[src/rtl/sdt_pkg.sv]
package sdt_pkg;

   typedef enum logic [1:0] {
      OP_NONE = 2'd0,
      OP_RD   = 2'd1,
      OP_WR   = 2'd2,
      OP_HALT = 2'd3
   } sdt_op_e;

   // Mask-lead codes reported ahead of a write that cuts into a read.
   localparam logic [1:0] LEAD_NONE = 2'd0;
   localparam logic [1:0] LEAD_ONE  = 2'd1;
   localparam logic [1:0] LEAD_TWO  = 2'd2;

endpackage

[src/rtl/sdt_read_pipe.sv]
module sdt_read_pipe #(
   parameter int DEPTH  = 3,
   parameter int BANK_W = 2,
   parameter int SEL_W  = 2
) (
   input  logic              clk,
   input  logic              rst,
   input  logic              flush,
   input  logic              in_valid,
   input  logic [BANK_W-1:0] in_bank,
   input  logic [SEL_W-1:0]  tap_sel,
   output logic              out_valid,
   output logic [BANK_W-1:0] out_bank
);

   logic [DEPTH-1:0]  stg_v;
   logic [BANK_W-1:0] stg_b [DEPTH];

   for (genvar i = 0; i < DEPTH; i++) begin : g_stage
      if (i == 0) begin : g_head
         always_ff @(posedge clk) begin
            if (rst || flush) begin
               stg_v[0] <= 1'b0;
               stg_b[0] <= '0;
            end else begin
               stg_v[0] <= in_valid;
               stg_b[0] <= in_bank;
            end
         end
      end else begin : g_body
         always_ff @(posedge clk) begin
            if (rst || flush) begin
               stg_v[i] <= 1'b0;
               stg_b[i] <= '0;
            end else begin
               stg_v[i] <= stg_v[i-1];
               stg_b[i] <= stg_b[i-1];
            end
         end
      end
   end

   // A latency of L selects the stage holding the beat issued L clocks ago.
   int tap_idx;
   always_comb begin
      if (int'(tap_sel) == 0)
         tap_idx = 0;
      else if (int'(tap_sel) > DEPTH)
         tap_idx = DEPTH - 1;
      else
         tap_idx = int'(tap_sel) - 1;
      out_valid = stg_v[tap_idx];
      out_bank  = stg_b[tap_idx];
   end

endmodule

[src/rtl/sdt_wr_recovery.sv]
module sdt_wr_recovery #(
   parameter int REC_W = 2
) (
   input  logic             clk,
   input  logic             rst,
   input  logic             start,
   input  logic [REC_W-1:0] rec_cycles,
   output logic             busy,
   output logic             fire
);

   logic [REC_W-1:0] cnt_q;

   always_ff @(posedge clk) begin
      if (rst)
         cnt_q <= '0;
      else if (start)
         cnt_q <= (rec_cycles == '0) ? REC_W'(1) : rec_cycles;
      else if (cnt_q != '0)
         cnt_q <= cnt_q - REC_W'(1);
   end

   assign busy = (cnt_q != '0);
   assign fire = (cnt_q == REC_W'(1));

endmodule

[src/rtl/sdt_burst_core.sv]
module sdt_burst_core
   import sdt_pkg::*;
#(
   parameter  int NUM_BANKS = 4,
   parameter  int BURST_LEN = 4,
   localparam int BANK_W    = $clog2(NUM_BANKS)
) (
   input  logic                 clk,
   input  logic                 rst,
   input  logic                 cmd_valid,
   input  sdt_op_e              cmd_op,
   input  logic [BANK_W-1:0]    cmd_bank,
   input  logic                 cmd_ap,
   input  logic [NUM_BANKS-1:0] bank_recovering,
   output logic                 rd_issue,
   output logic                 wr_beat,
   output logic [BANK_W-1:0]    beat_bank,
   output logic                 wr_cmd_taken,
   output logic [1:0]           dqm_lead,
   output logic [NUM_BANKS-1:0] ap_read_done,
   output logic [NUM_BANKS-1:0] rec_start,
   output logic                 illegal_cmd
);

   localparam int REM_W = (BURST_LEN > 1) ? $clog2(BURST_LEN) : 1;

   logic              act_q, act_wr_q, act_ap_q;
   logic [BANK_W-1:0] act_bank_q;
   logic [REM_W-1:0]  rem_q;

   logic is_rw, is_halt, bank_locked, take_rw, take_halt;
   logic burst_ends, old_beat, has_rem;

   always_comb begin
      has_rem     = (rem_q != '0);
      is_rw       = cmd_valid && (cmd_op == OP_RD || cmd_op == OP_WR);
      is_halt     = cmd_valid && (cmd_op == OP_HALT);
      bank_locked = bank_recovering[cmd_bank] ||
                    (act_q && act_ap_q && act_bank_q == cmd_bank);
      take_rw     = is_rw && !bank_locked;
      take_halt   = is_halt && act_q && has_rem && act_bank_q == cmd_bank;
      illegal_cmd = (is_rw && bank_locked) || (is_halt && !take_halt);

      // Interruption, halt and natural completion close a burst alike.
      burst_ends  = act_q && (take_rw || take_halt || !has_rem);
      old_beat    = act_q && has_rem && !take_rw && !take_halt;

      rd_issue     = (take_rw && cmd_op == OP_RD) || (old_beat && !act_wr_q);
      wr_beat      = (take_rw && cmd_op == OP_WR) || (old_beat && act_wr_q);
      beat_bank    = take_rw ? cmd_bank : act_bank_q;
      wr_cmd_taken = take_rw && cmd_op == OP_WR;

      if (act_q && !act_wr_q)
         dqm_lead = act_ap_q ? LEAD_TWO : LEAD_ONE;
      else
         dqm_lead = LEAD_NONE;

      ap_read_done = '0;
      rec_start    = '0;
      if (burst_ends && act_ap_q) begin
         if (act_wr_q)
            rec_start[act_bank_q] = 1'b1;
         else
            ap_read_done[act_bank_q] = 1'b1;
      end
   end

   always_ff @(posedge clk) begin
      if (rst) begin
         act_q      <= 1'b0;
         act_wr_q   <= 1'b0;
         act_ap_q   <= 1'b0;
         act_bank_q <= '0;
         rem_q      <= '0;
      end else if (take_rw) begin
         act_q      <= 1'b1;
         act_wr_q   <= (cmd_op == OP_WR);
         act_ap_q   <= cmd_ap;
         act_bank_q <= cmd_bank;
         rem_q      <= REM_W'(BURST_LEN - 1);
      end else if (burst_ends) begin
         act_q      <= 1'b0;
         act_ap_q   <= 1'b0;
      end else if (old_beat) begin
         rem_q      <= rem_q - REM_W'(1);
      end
   end

endmodule

[src/rtl/sdram_burst_interrupt_tracker.sv]
module sdram_burst_interrupt_tracker
   import sdt_pkg::*;
#(
   parameter  int NUM_BANKS   = 4,
   parameter  int BURST_LEN   = 4,
   parameter  int MAX_CAS_LAT = 3,
   parameter  int REC_W       = 2,
   localparam int BANK_W      = $clog2(NUM_BANKS),
   localparam int CL_W        = $clog2(MAX_CAS_LAT + 1)
) (
   input  logic                 clk,
   input  logic                 rst,
   input  logic [CL_W-1:0]      cas_lat,
   input  logic [REC_W-1:0]     wr_rec,
   input  logic                 cmd_valid,
   input  logic [1:0]           cmd_op,
   input  logic [BANK_W-1:0]    cmd_bank,
   input  logic                 cmd_ap,
   output logic                 rd_en,
   output logic [BANK_W-1:0]    rd_bank,
   output logic                 wr_en,
   output logic [BANK_W-1:0]    wr_bank,
   output logic [1:0]           dqm_lead,
   output logic [NUM_BANKS-1:0] precharge_start,
   output logic                 illegal_cmd
);

   if (NUM_BANKS < 2 || (NUM_BANKS & (NUM_BANKS - 1)) != 0) begin : g_chk_banks
      $error("NUM_BANKS must be a power of two of at least 2");
   end
   if (BURST_LEN < 1) begin : g_chk_bl
      $error("BURST_LEN must be at least 1");
   end
   if (MAX_CAS_LAT < 1) begin : g_chk_cl
      $error("MAX_CAS_LAT must be at least 1");
   end
   if (REC_W < 1) begin : g_chk_rec
      $error("REC_W must be at least 1");
   end

   logic                 rd_issue, wr_beat, wr_cmd_taken;
   logic [BANK_W-1:0]    beat_bank;
   logic [NUM_BANKS-1:0] recovering, rec_fire, rec_start, ap_read_done;
   logic                 pipe_valid;
   logic [BANK_W-1:0]    pipe_bank;

   sdt_burst_core #(
      .NUM_BANKS (NUM_BANKS),
      .BURST_LEN (BURST_LEN)
   ) u_core (
      .clk             (clk),
      .rst             (rst),
      .cmd_valid       (cmd_valid),
      .cmd_op          (sdt_op_e'(cmd_op)),
      .cmd_bank        (cmd_bank),
      .cmd_ap          (cmd_ap),
      .bank_recovering (recovering),
      .rd_issue        (rd_issue),
      .wr_beat         (wr_beat),
      .beat_bank       (beat_bank),
      .wr_cmd_taken    (wr_cmd_taken),
      .dqm_lead        (dqm_lead),
      .ap_read_done    (ap_read_done),
      .rec_start       (rec_start),
      .illegal_cmd     (illegal_cmd)
   );

   for (genvar b = 0; b < NUM_BANKS; b++) begin : g_bank
      sdt_wr_recovery #(
         .REC_W (REC_W)
      ) u_rec (
         .clk        (clk),
         .rst        (rst),
         .start      (rec_start[b]),
         .rec_cycles (wr_rec),
         .busy       (recovering[b]),
         .fire       (rec_fire[b])
      );
   end

   sdt_read_pipe #(
      .DEPTH  (MAX_CAS_LAT),
      .BANK_W (BANK_W),
      .SEL_W  (CL_W)
   ) u_rpipe (
      .clk       (clk),
      .rst       (rst),
      .flush     (wr_cmd_taken),
      .in_valid  (rd_issue),
      .in_bank   (beat_bank),
      .tap_sel   (cas_lat),
      .out_valid (pipe_valid),
      .out_bank  (pipe_bank)
   );

   // A write owns the bus from the clock it is registered.
   assign rd_en           = pipe_valid && !wr_cmd_taken;
   assign rd_bank         = pipe_bank;
   assign wr_en           = wr_beat;
   assign wr_bank         = beat_bank;
   assign precharge_start = ap_read_done | rec_fire;

endmodule

[config.mk]
export PLATFORM = sky130hd
export DESIGN_NAME = sdram_burst_interrupt_tracker
export DESIGN_NICKNAME = d
export VERILOG_FILES = /design/src/rtl/sdt_pkg.sv /design/src/rtl/sdt_read_pipe.sv /design/src/rtl/sdt_wr_recovery.sv /design/src/rtl/sdt_burst_core.sv /design/src/rtl/sdram_burst_interrupt_tracker.sv
export SDC_FILE = /design/constraint.sdc
export NUM_CORES = 1
export LEC_CHECK = 0
export ABC_AREA = 1
export BUFFER_PORTS_ARGS = -buffer_cell sky130_fd_sc_hd__clkbuf_2
export CORE_MARGIN = 8
export CORE_UTILIZATION = 55
export DETAILED_ROUTE_END_ITERATION = 6
export PLACE_DENSITY = 0.89
export SLEW_MARGIN = 15
export SYNTH_ARGS = -nofsm -noshare
export SYNTH_HDL_FRONTEND = slang
export SYNTH_HIERARCHICAL = 1
export SYNTH_SLANG_ARGS = --single-unit
[constraint.sdc]
create_clock -name clk -period 2.51 [get_ports clk]
set_input_delay 0.251 -clock clk [delete_from_list [all_inputs] [get_ports clk]]
set_output_delay 0.251 -clock clk [all_outputs]
set_load 0.1 [all_outputs]
======== Word level (Yosys, flattened, before mapping) ========
Memory sizes are Yosys's and may differ from the RTL's.
Cells that the tools add are included.
cells by class
  $add $sub $neg .......................... 6
  order comparisons ....................... 4
  eq/ne operators ......................... 9
  mux-type cells .......................... 36
  bitwise gates (word level) .............. 4
  reductions and logical operators ........ 50
operators by type and width
  kind                                                                number
  two-way mux 2 bit                                                   18
  < comparator 32 x 4 -> 1 bit (second input constant)                1
  two-way mux 32 bit                                                  1
  logical AND 1 bit                                                   22
  nonzero test 2 bit                                                  11
  two-way mux 4 bit                                                   4
  == test 2 x 1 -> 1 bit (second input constant)                      5
  two-way mux 1 bit                                                   10
  subtractor 2 x 1 -> 2 bit (second input constant)                   5
  logical OR 1 bit                                                    8
  logical NOT 1 bit                                                   6
  < comparator 2 x 3 -> 1 bit (second input constant)                 2
  binary-select mux 1 bit (select 2 bit)                              2
  == test 2 bit (second input constant)                               2
  logical NOT 2 bit                                                   2
  OR 4 bit                                                            1
  OR 1 bit                                                            3
  subtractor 2 x 1 -> 3 bit (second input constant)                   1
  demux 1 bit (select 2 bit)                                          1
  == test 2 bit                                                       1
  greater-or-equal comparator 2 x 1 -> 1 bit (second input constant)  1
  != test 2 x 1 -> 1 bit (second input constant)                      1
  AND reduction 2 bit                                                 1
word-level totals
  register bits ........................... 18
  RAM bits ................................ 6
  bits of input ports ..................... 12
  output and inout bits ................... 13
  logic and storage cells ................. 122
  memories ................................ 1
memories
  memory         words  bits a word  read ports  clocked after memory_dff  write ports  line                 RTL
  u_rpipe.stg_b  3      2            3           0                         3            sdt_read_pipe.sv:17  logic [BANK_W-1:0] stg_b [DEPTH];

======== Depth between registers and ports, before layout ========
Gate-level depths: netlist of the first run.
  word-level depth ........................ 12
  gate-level depth with buffers ........... 15
  mapped depth without buffers ............ 15

======== Cells and area by module ========
The synthesis of the first run kept the hierarchy.
by module, submodules not included
  module                         times used  cells an instance  area an instance (um^2)  sequential area each (um^2)
  sdt_wr_recovery                4           24                 150.1                    40.0
  sdt_burst_core                 1           100                583.1                    140.1
  sdt_read_pipe                  1           43                 356.6                    180.2
  sdram_burst_interrupt_tracker  1           14                 55.1                     0.0

======== Worst setup path before layout of the first run ========
Ideal clock, no wire load.
  path type ............................... register to output
  start point ............................. register u_core.rem_q[0]
  end point ............................... output port illegal_cmd
  arrival ................................. 2.985 ns
  required time ........................... 2.259 ns
  setup slack ............................. -0.726 ns
  cell stages (with the launch flop) ...... 9
  buffers on the path ..................... 0
  cells stage by stage .................... dfxtp_1 inv_1 ha_1 inv_1 nand2_1 nor2_1 nand3_1 inv_2 o21ai_0
between the ends
  cells in the longest elaborated chain, start to end .. 6
RTL lines
  item                            line                                 RTL
  start: declaration              sdt_burst_core.sv:29                 logic [REM_W-1:0] rem_q;
  start signal: assignment        sdt_burst_core.sv:80                 rem_q <= REM_W'(BURST_LEN - 1);
  start signal: assignment        sdt_burst_core.sv:85                 rem_q <= rem_q - REM_W'(1);
  nonzero test 2 bit              sdt_burst_core.sv:35                 has_rem = (rem_q != '0);
  logical AND 1 bit (2 in a row)  sdt_burst_core.sv:41                 take_halt = is_halt && act_q && has_rem && act_bank_q == cmd_bank;
  logical NOT 1 bit               sdt_burst_core.sv:42                 illegal_cmd = (is_rw && bank_locked) || (is_halt && !take_halt);
  logical AND 1 bit               sdt_burst_core.sv:42
  logical OR 1 bit                sdt_burst_core.sv:42
  end: declaration                sdram_burst_interrupt_tracker.sv:25  output logic illegal_cmd
No other way between the ends.

======== Final worst setup path of the first run ========
  start point ............................. register g_bank[1].u_rec.cnt_q[0]
  end point ............................... output port precharge_start[1]
between the ends
  cells in the longest elaborated chain, start to end .. 12
  elaborated cells between the ends (all ways) .. 13
  those cells by class .................... eq/ne (1); mux (3); bitwise (1); reduce/logical (8)
RTL lines
  item                                     line                                  RTL
  start: declaration                       sdt_wr_recovery.sv:12                 logic [REC_W-1:0] cnt_q;
  start signal: assignment                 sdt_wr_recovery.sv:18                 cnt_q <= (rec_cycles == '0) ? REC_W'(1) : rec_cycles;
  start signal: assignment                 sdt_wr_recovery.sv:20                 cnt_q <= cnt_q - REC_W'(1);
  nonzero test 2 bit                       sdt_wr_recovery.sv:23                 assign busy = (cnt_q != '0);
  named net recovering[1]                  sdram_burst_interrupt_tracker.sv:43   logic [NUM_BANKS-1:0] recovering, rec_fire, rec_start, ap_read_done;
  binary-select mux 1 bit (select 2 bit)   sdt_burst_core.sv:38                  bank_locked = bank_recovering[cmd_bank] ||
  two-way mux 1 bit (implied by the code)  sdt_burst_core.sv:38
  logical OR 1 bit                         sdt_burst_core.sv:38
  logical NOT 1 bit                        sdt_burst_core.sv:40                  take_rw = is_rw && !bank_locked;
  logical AND 1 bit                        sdt_burst_core.sv:40
  logical OR 1 bit (2 in a row)            sdt_burst_core.sv:45                  burst_ends = act_q && (take_rw || take_halt || !has_rem);
  logical AND 1 bit                        sdt_burst_core.sv:45
  logical AND 1 bit                        sdt_burst_core.sv:60                  if (burst_ends && act_ap_q) begin
  two-way mux 4 bit                        sdt_burst_core.sv:60
  named net ap_read_done[1]                sdram_burst_interrupt_tracker.sv:43
  OR 4 bit                                 sdram_burst_interrupt_tracker.sv:101  assign precharge_start = ap_read_done | rec_fire;
  end: declaration                         sdram_burst_interrupt_tracker.sv:24   output logic [NUM_BANKS-1:0] precharge_start,
The timed path passes the listed nets, and every way through them passes these cells. The select of a mux whose other input is x is not followed.

==> impl_metrics.tcl, run 1 <==
set metrics [dict create \
    status "finished clean" \
    synth_edf_count 0 \
    synth_most_common_cell "nand2_1" \
    antennaDiodeCount 0 \
    dp_hpwl_um 2580 \
    clock_path_buffers 2 \
    cts_tree "built" \
    clock_latency_ns 0.31 \
    ir_worst_vdd_v 0.0009462 \
    synthMuxAreaShare_pct 0 \
    port_buffers 24 \
    synth_compound_area_share_pct 4.627 \
    numCtsBuffers 3 \
    setup_violations 0 \
    fill_cells 236 \
    grt_usage_pct 13.53 \
    cts_sinks 24 \
    antenna_found_initial 0 \
    path_clk_slew_ns 0.14 \
    min_path_type "in -> reg" \
    hold_violations 0 \
    final_core_util_pct 68.83 \
    synth_seq_area_share_pct 30.12 \
    worst-path-max-fanout 8 \
    via_per_inst 4.849 \
    grt_pass1_vias 1504 \
    grtUsageMet1_pct 14.10 \
    top_usage_layer "met2" \
    grt_use_met2_pct 24.47 \
    io_pins 25 \
    synth-xor-area-share_pct 0.5490 \
    ys.flop_type "dfxtp_1" \
    post-route-min-period_ns 2.364 \
    cp.arrival_ns 2.11 \
    wl_per_cell_um 10.52 \
    maxSlewViolCount 0 \
    worstMarginPinSlew_ns 0.5439 \
    htreeDepth 1 \
    syn_inst 253 \
    crit_chain "inv_1 > ha_2 > inv_1 > nand2_1 > nand3_1 > nand2_2 > nand3_4 > nand3_2 > nand2_2 > nor2_1 > inv_1 > nand2_1 > buf_12" \
    power.leakage_nw 1.021 \
    nNetsFinal 305 \
    critPathMostFrequentCell "inv_1" \
    syn_nets 277 \
    finClkSkew_ns 0.003234 \
    timing.fmax_mhz 422.9 \
    maxCapViolCount 0 \
    ys_seq_elements 24 \
    finalWirelength_um 3271 \
    start_util_pct 57.85 \
    die-area_um2 4880 \
    grt_pass1_wl_um 5796 \
    cpPeakStageDelay_ns 0.35 \
    core-area_um2 2758 \
    yosysWarningCount 6 \
    rows 19 \
    startpoint_type "flip-flop" \
    place_congestion 0.8805 \
    overflow 0 \
    critical-path-slowest-cell "dfxtp_1" \
    synth-simple-area-share_pct 38.82 \
    yosysUniqueCellTypes 20 \
    drc 0 \
    endpoint_kind "output port" \
    postPlaceCellArea_um2 1818 \
    vias 1508 \
    drt_iter0_drc 92 \
    use_met3_pct 3.390 \
    postCtsSetupBuffers 0 \
    antenna_left 0 \
    power_density_nw_per_um2 1081 \
    synthTopCellsByCount "70 x nand2_1, 59 x inv_1, 28 x nand3_1" \
    synth_top_area_share_pct 30.12 \
    synthAdderAreaFrac_pct 9.412 \
    synth_area_um2 1595 \
    synth_top_family_by_area "simple AND/OR/NAND/NOR gates" \
    async_flop_share_pct 0 \
    synth.area.top_cells "dfxtp_1 30%, nand2_1 16%, inv_1 14%, ha_1 9.4%, nand3_1 8.8%" \
    syn_area_per_cell_um2 6.305 \
    grt_start_max_net_pins 15 \
    root_buffer "clkbuf_4" \
    yosysTopAreaCell "dfxtp_1" \
    crit_type "reg -> out" \
    dr.pass1.iters 5 \
    required_ns 2.26 \
    slew_headroom_pct 63.89 \
    period_share_pct 94.20 \
    areaGrowthSynthToFinish_pct 18.98 \
    fin_area_um2 1898 \
    drive_gt1_share_pct 23.57 \
    dieHeight_um 69.86 \
    die_w_um 69.86 \
]
==> worst max-delay path: cells and delay by family (launching register included) <==
family | cells | cell delay, ns
buffers and inverters | 4 | 0.40
and+or+nand+nor | 8 | 0.83
adders and majority gates | 1 | 0.21
DFF | 1 | 0.35
==> routing by layer <==
layer	share of wire, %	up-vias
met5	0	-
met4	1.8	0
met3	5.7	8
met2	49	41
met1	44	656
li1	-	803
==> power breakdown <==
part           leakage [nW]  total (mW)  switching [mW]  internal, mW
Clock                0.0279       0.280           0.118         0.161
Combinational         0.796        1.25           0.835         0.412
Sequential            0.197       0.526          0.0588         0.467
==> sequential cells by signal, summed over array words and instances (netlist names) <==
name,cells
u_core/act_bank_q,2
u_rpipe/stg_v,3
g_bank.u_rec/cnt_q,8
u_core/rem_q,2
u_core/act_q,1
u_core/act_ap_q,1
u_core/act_wr_q,1
u_rpipe/stg_b,6
==> logic make-up after synthesis <==
logic type | count (synthesis)
compound gates | 11
simple gates | 137
buf+inv | 68
xor+xnor | 1
fa+ha+maj | 12
flops | 24
==> path summary, 6_finish.rpt <==
check / from / end / slack (ns) / cells past startpoint
max: g_bank[1].u_rec/cnt_q[0] / precharge_start[1] / 0.15 / 13
min: cmd_ap / u_core/act_ap_q / 0.25 / 3
max reg2reg: g_bank[1].u_rec/cnt_q[0] / g_bank[2].u_rec/cnt_q[1] / 0.46 / 15
min reg2reg: u_rpipe/stg_b[0][0] / u_rpipe/stg_b[1][0] / 0.45 / 2
==> cells in the final DEF (no fill, tap or decap) <==
master and n:
inv_1 59, nand3_2 4, a21oi_1 2, o21ai_2 1, a21oi_2 4, buf_12 4
or2_1 1, nand2_1 67, inv_2 8, nand3_4 1, bufinv_16 1, nor3_1 2
dfxtp_1 24, nor2_4 2, clkbuf_2 16, clkbuf_4 4, nor2_2 11, xnor2_1 1
o21ai_1 1, nand3_1 27, ha_1 9, buf_4 3, nor2_1 18, ha_2 3
nand2_2 4, o21ai_0 3
==> area by class of cell <==
class	count	area, um2	area share [%]
Inverter	67	251.5	13.25
Clock inverter	1	30.03	1.582
Sequential cell	24	480.5	25.31
Tap cell	31	38.79	2.044
Clock buffer	3	22.52	1.187
Multi-Input combinational cell	161	884.6	46.61
Timing Repair Buffer	24	190.2	10.02
==> through the flow <==
step | hold WS [ns] | TNS (ns) | setup slack [ns] | cells | power (mW)
floorplan | 0.3201 | 0 | 0.03245 | 253 | 1.440
global placement | 0.4286 | 0 | 0.4557 | 307 | 1.711
detailed placement | 0.4305 | 0 | 0.4144 | 307 | 1.743
CTS | 0.2412 | 0 | 0.04133 | 311 | 2.029
global route | 0.2430 | -0.03066 | -0.02328 | 311 | 2.205
finish | 0.2489 | 0 | 0.1456 | 311 | 2.052
==> timing repair <==
action	4_1_cts	5_1_grt
hold endpoints to repair	0	0
hold buffers	0	0
setup endpoints to repair	0	8
gates resized for setup	0	11
Power figures use the tool's default switching activity.
==> run 2: changes to the inputs <==
--- a/config.mk
+++ b/config.mk
@@ -5,7 +5,7 @@
 export SDC_FILE = /design/constraint.sdc
 export NUM_CORES = 1
 export LEC_CHECK = 0
-export ABC_AREA = 1
+export ABC_AREA = 0
 export BUFFER_PORTS_ARGS = -buffer_cell sky130_fd_sc_hd__clkbuf_2
 export CORE_MARGIN = 8
 export CORE_UTILIZATION = 55
==> constraint.sdc (replaced) <==
create_clock -name clk -period 2.51 [get_ports clk]
set_input_delay 0.251 -clock clk [delete_from_list [all_inputs] [get_ports clk]]
set_output_delay 0.251 -clock clk [all_outputs]
set_load 0.01 [all_outputs]
==> impl_metrics.tcl, run 2 <==
set metrics [dict create \
    antenna_left 0 \
    synth_compound_area_share_pct 15.94 \
    finalWirelength_um 3644 \
    fin_area_um2 2023 \
    post-route-min-period_ns 2.616 \
    ir_worst_vdd_v 0.0007023 \
    synth-xor-area-share_pct 5.072 \
    drive_gt1_share_pct 44.39 \
    cts_sinks 24 \
    required_ns 2.26 \
    syn_area_per_cell_um2 9.250 \
    p_total_mw 1.769 \
    grt_usage_pct 15.08 \
    synth_area_um2 1554 \
    htreeDepth 1 \
    ys_seq_elements 24 \
    fin_setup_tns_ns -0.1987 \
    synth_most_common_cell "dfxtp_1" \
    fill_cells 187 \
    clock_latency_ns 0.33 \
    hold_violations 0 \
    min_path_type "in -> reg" \
    ys.flop_type "dfxtp_1" \
    dp_hpwl_um 2308 \
    vias 1332 \
    place_congestion 0.8160 \
    syn_inst 168 \
    dieHeight_um 69.16 \
    fin_ws_ns -0.1061 \
    timing.fmax_mhz 382.3 \
    yosysWarningCount 6 \
    drt_iter0_drc 65 \
    wl_per_cell_um 14.87 \
    endpoint_kind "output port" \
    dr.pass1.iters 4 \
    slew_headroom_pct 66.87 \
    areaGrowthSynthToFinish_pct 30.19 \
    status "finished, violations left" \
    maxCapViolCount 0 \
    port_buffers 24 \
    antennaDiodeCount 0 \
    final_cell_mix "20 x buf_4, 20 x clkbuf_2, 15 x dfxtp_1" \
    startpoint_type "flip-flop" \
    rrSetupSlack_ns 0.11 \
    grt_pass1_wl_um 6216 \
    violations "setup timing" \
    die_w_um 69.16 \
    grt_setup_unrepaired "yes" \
    yosysUniqueCellTypes 36 \
    final_core_util_pct 74.65 \
    synthMuxAreaShare_pct 5.556 \
    start_util_pct 57.34 \
    synth_top_area_share_pct 30.92 \
    cts.hold.buffers_added 0 \
    nNetsFinal 239 \
    synthAdderAreaFrac_pct 9.662 \
    postPlaceCellArea_um2 1737 \
    async_flop_share_pct 0 \
    largest_reg_flops 8 \
    hold_ws_ns 0.2739 \
    cts_tree "built" \
    drc 0 \
    dp.cells 225 \
    finClkSkew_ns 0.01809 \
    fin_cells 245 \
    numCtsBuffers 3 \
    synth_seq_area_share_pct 30.92 \
    io_pins 25 \
    crit_type "reg -> out" \
    cp.arrival_ns 2.37 \
    grt_start_max_net_pins 22 \
    post-place-ws_ns 0.1364 \
    grt_pass1_vias 1388 \
    power.leakage_nw 0.9309 \
    period_share_pct 104.2 \
    overflow 0 \
    synth-simple-area-share_pct 26.65 \
    syn_nets 192 \
    antenna_found_initial 0 \
    synthTopCellsByCount "24 x dfxtp_1, 22 x inv_1, 12 x ha_1" \
    yosysTopAreaCell "dfxtp_1" \
    maxSlewViolCount 0 \
    core-area_um2 2710 \
    power_density_nw_per_um2 874.4 \
    via_per_inst 5.437 \
    path_clk_slew_ns 0.15 \
    largest_register "g_bank.u_rec/cnt_q" \
    setup_violations 4 \
    top_regs "g_bank.u_rec/cnt_q x8, u_rpipe/stg_b x6, u_rpipe/stg_v x3" \
    worstMarginPinSlew_ns 0.4931 \
    root_buffer "clkbuf_4" \
    rows 19 \
    clock_path_buffers 2 \
    synth_edf_count 0 \
    synth.area.top_cells "dfxtp_1 31%, ha_1 9.7%, inv_1 5.3%, and2_1 4.4%, o41ai_2 4.2%" \
    worst-path-max-fanout 7 \
    die-area_um2 4782 \
    synth_top_family_by_area "simple AND/OR/NAND/NOR gates" \
]
[run 2: kinds of logic after synthesis]
| group | after synthesis |
|---|---|
| and+or+nand+nor | 63 |
| muxes | 7 |
| DFF | 24 |
| adders and majority gates | 12 |
| xor gates and xnor gates | 9 |
| buffers and inverters | 25 |
| AOI/OAI and AO/OA | 28 |
[run 2: critical path, stage by stage, from the launching register on]
cell and delay (ns):
dfxtp_2 0.36, inv_2 0.06, ha_4 0.13, inv_2 0.03, mux4_2 0.52, a31oi_4 0.23
a221oi_4 0.13, nor4bb_2 0.32, or2_1 0.15, buf_6 0.10
[run 2: layout make-up]
class / count / area (um2) / share of cell area, %
clock buffer: 3 / 22.52 / 1.113
clock inverter: 1 / 30.03 / 1.484
inverter: 22 / 82.58 / 4.082
multi-input combinational: 119 / 1070 / 52.88
sequential: 24 / 491.7 / 24.30
tap: 31 / 38.79 / 1.917
timing repair buffer: 45 / 287.8 / 14.22
[run 2: final timing paths]
kind	end	startpoint	depth (start not counted)
min	g_bank[1].u_rec/cnt_q[1]	wr_rec[1]	3
min reg2reg	u_rpipe/stg_v[1]	u_rpipe/stg_v[0]	1
max reg2reg	g_bank[0].u_rec/cnt_q[0]	g_bank[3].u_rec/cnt_q[0]	11
max	precharge_start[1]	g_bank[3].u_rec/cnt_q[0]	9
[run 2: power by group]
part | switching (mW) | internal [mW] | total [mW]
combinational | 0.446 | 0.510 | 0.956
sequential | 0.0583 | 0.468 | 0.526
clock | 0.126 | 0.161 | 0.287
[run 2: what timing repair did]
item,4_1_cts,5_1_grt
pin swaps,7,7
buffers inserted,13,4
endpoints found under the setup margin,8,12
endpoints found under the hold margin,0,0
gates resized for setup,27,16
[run 2: layer usage]
layer / track usage [%] / part of all wire, %
met5: 0 / 0
met4: 6.606 / 1.5
met3: 3.433 / 5.5
met2: 26.23 / 50
met1: 17.01 / 43
==> run 3: changes to the inputs <==
--- a/config.mk
+++ b/config.mk
@@ -5,10 +5,11 @@
 export SDC_FILE = /design/constraint.sdc
 export NUM_CORES = 1
 export LEC_CHECK = 0
-export ABC_AREA = 0
+export ABC_AREA = 1
 export BUFFER_PORTS_ARGS = -buffer_cell sky130_fd_sc_hd__clkbuf_2
 export CORE_MARGIN = 8
 export CORE_UTILIZATION = 55
+export CTS_BUF_LIST = sky130_fd_sc_hd__clkbuf_4 sky130_fd_sc_hd__clkbuf_8
 export DETAILED_ROUTE_END_ITERATION = 6
 export PLACE_DENSITY = 0.89
 export SLEW_MARGIN = 15
==> impl_metrics.tcl, run 3 (synthesized netlist as in run 1, its figures left out) <==
set metrics [dict create \
    dieHeight_um 69.86 \
    wl_per_cell_um 10.11 \
    power.leakage_nw 1.000 \
    min_path_type "in -> reg" \
    final_cell_mix "70 x nand2_1, 59 x inv_1, 27 x nand3_1" \
    antenna_found_initial 0 \
    setup_violations 0 \
    grt_pass1_vias 1409 \
    fin_setup_tns_ns 0 \
    die_w_um 69.86 \
    largest_reg_flops 8 \
    dp_hpwl_um 2532 \
    vias 1479 \
    multiInputGateArea_um2 867.1 \
    startpoint_type "flip-flop" \
    grt_pass1_wl_um 5706 \
    worstMarginPinSlew_ns 0.5299 \
    finalWirelength_um 3145 \
    postCtsSetupBuffers 0 \
    timing.fmax_mhz 435.8 \
    register_area_um2 480.5 \
    fill_cells 249 \
    hold_ws_ns 0.2140 \
    post-route-min-period_ns 2.295 \
    cts_resized 0 \
    grt_start_max_net_pins 15 \
    numCtsBuffers 3 \
    maxCapViolCount 0 \
    via_per_inst 4.756 \
    dr.pass1.iters 4 \
    required_ns 2.26 \
    layout_commonest_cell "nand2_1" \
    cts_tree "built" \
    cts.hold.buffers_added 0 \
    fin_cells 311 \
    maxSlewViolCount 0 \
    crit_type "reg -> out" \
    grt_usage_pct 13.40 \
    clock_path_buffers 2 \
    slew_headroom_pct 64.67 \
    place_congestion 0.8582 \
    dp.cells 307 \
    antennaDiodeCount 0 \
    clock_latency_ns 0.33 \
    power_density_nw_per_um2 861.5 \
    status "finished clean" \
    path_clk_slew_ns 0.13 \
    drive_gt1_share_pct 21.79 \
    drc 0 \
    overflow 0 \
    start_util_pct 57.85 \
    antenna_left 0 \
    drt_iter0_drc 55 \
    finClkSkew_ns 0.003166 \
    root_buffer "clkbuf_4" \
    io_pins 25 \
    htreeDepth 1 \
    die-area_um2 4880 \
    cp.arrival_ns 2.04 \
    core-area_um2 2758 \
    nNetsFinal 305 \
    hold_violations 0 \
    fin_area_um2 1810 \
    port_buffers 24 \
    cts_sinks 24 \
    worst-path-max-fanout 8 \
    top_regs "g_bank.u_rec/cnt_q x8, u_rpipe/stg_b x6, u_rpipe/stg_v x3" \
    endpoint_kind "output port" \
    rows 19 \
    largest_register "g_bank.u_rec/cnt_q" \
    period_share_pct 91.42 \
    postPlaceCellArea_um2 1743 \
    ir_worst_vdd_v 0.0006532 \
    areaGrowthSynthToFinish_pct 13.49 \
]
==> run 3: cell count changes in the layout (fill, tap and decap cells not counted), moves of 6 or more <==
| cell | delta |
|---|---|
| dfxtp_2 | -9 |
| and2b_1 | -8 |
| inv_1 | +50 |
| nand2_1 | +63 |
| a21oi_1 | -7 |
| nor2_1 | +16 |
| nand3_1 | +24 |
| xor2_1 | -6 |
| dfxtp_1 | +9 |
| nor2_2 | +9 |
| buf_4 | -20 |
| and2_1 | -11 |
==> run 3: area by class of cell <==
class / instances / share of cell area [%]
Multi-Input combinational cell: 161 / 47.89
Inverter: 67 / 13.89
Tap cell: 31 / 2.142
Timing Repair Buffer: 24 / 6.634
Sequential cell: 24 / 26.54
Clock inverter: 1 / 1.659
Clock buffer: 3 / 1.244
==> run 3: routing by layer <==
layer  GRT usage, %  wire [um]  up-vias
met3          2.825        143        5
met5              0          0        -
li1               -          -      802
met2          23.05       1493       21
met1          15.21       1447      651
met4          6.696         61        0
==> run 3: final timing paths <==
path / from / end / slack (ns) / cells past startpoint
max: g_bank[2].u_rec/cnt_q[0] / precharge_start[1] / 0.22 / 13
min: cmd_ap / u_core/act_ap_q / 0.21 / 3
max reg2reg: g_bank[2].u_rec/cnt_q[0] / g_bank[2].u_rec/cnt_q[1] / 0.49 / 15
min reg2reg: u_rpipe/stg_b[0][0] / u_rpipe/stg_b[1][0] / 0.44 / 2
==> run 3: critical path: stages (launching register included) <==
cell,delay (ns)
dfxtp_1,0.35
inv_1,0.08
ha_1,0.21
inv_1,0.08
nand2_1,0.07
nand3_1,0.06
nand2_1,0.12
nand3_4,0.14
nand3_2,0.12
nand2_1,0.12
nor2_1,0.14
inv_1,0.05
nand2_1,0.06
clkbuf_2,0.12
==> run 3: metrics by stage <==
| stage | utilization (%) | total power [mW] | setup slack [ns] |
|---|---|---|---|
| floorplan | - | 1.094 | 0.7603 |
| global placement | 63.20 | 1.242 | 0.5423 |
| detailed placement | 63.20 | 1.269 | 0.4897 |
| CTS | 65.11 | 1.558 | 0.1848 |
| global route | 65.65 | 1.732 | -0.00005640 |
| finish | 65.65 | 1.560 | 0.2154 |
==> run 3: report_power, final <==
group          switching (mW)  internal [mW]
clock                   0.120          0.162
combinational           0.451          0.302
sequential             0.0567          0.467
total                   0.628          0.931
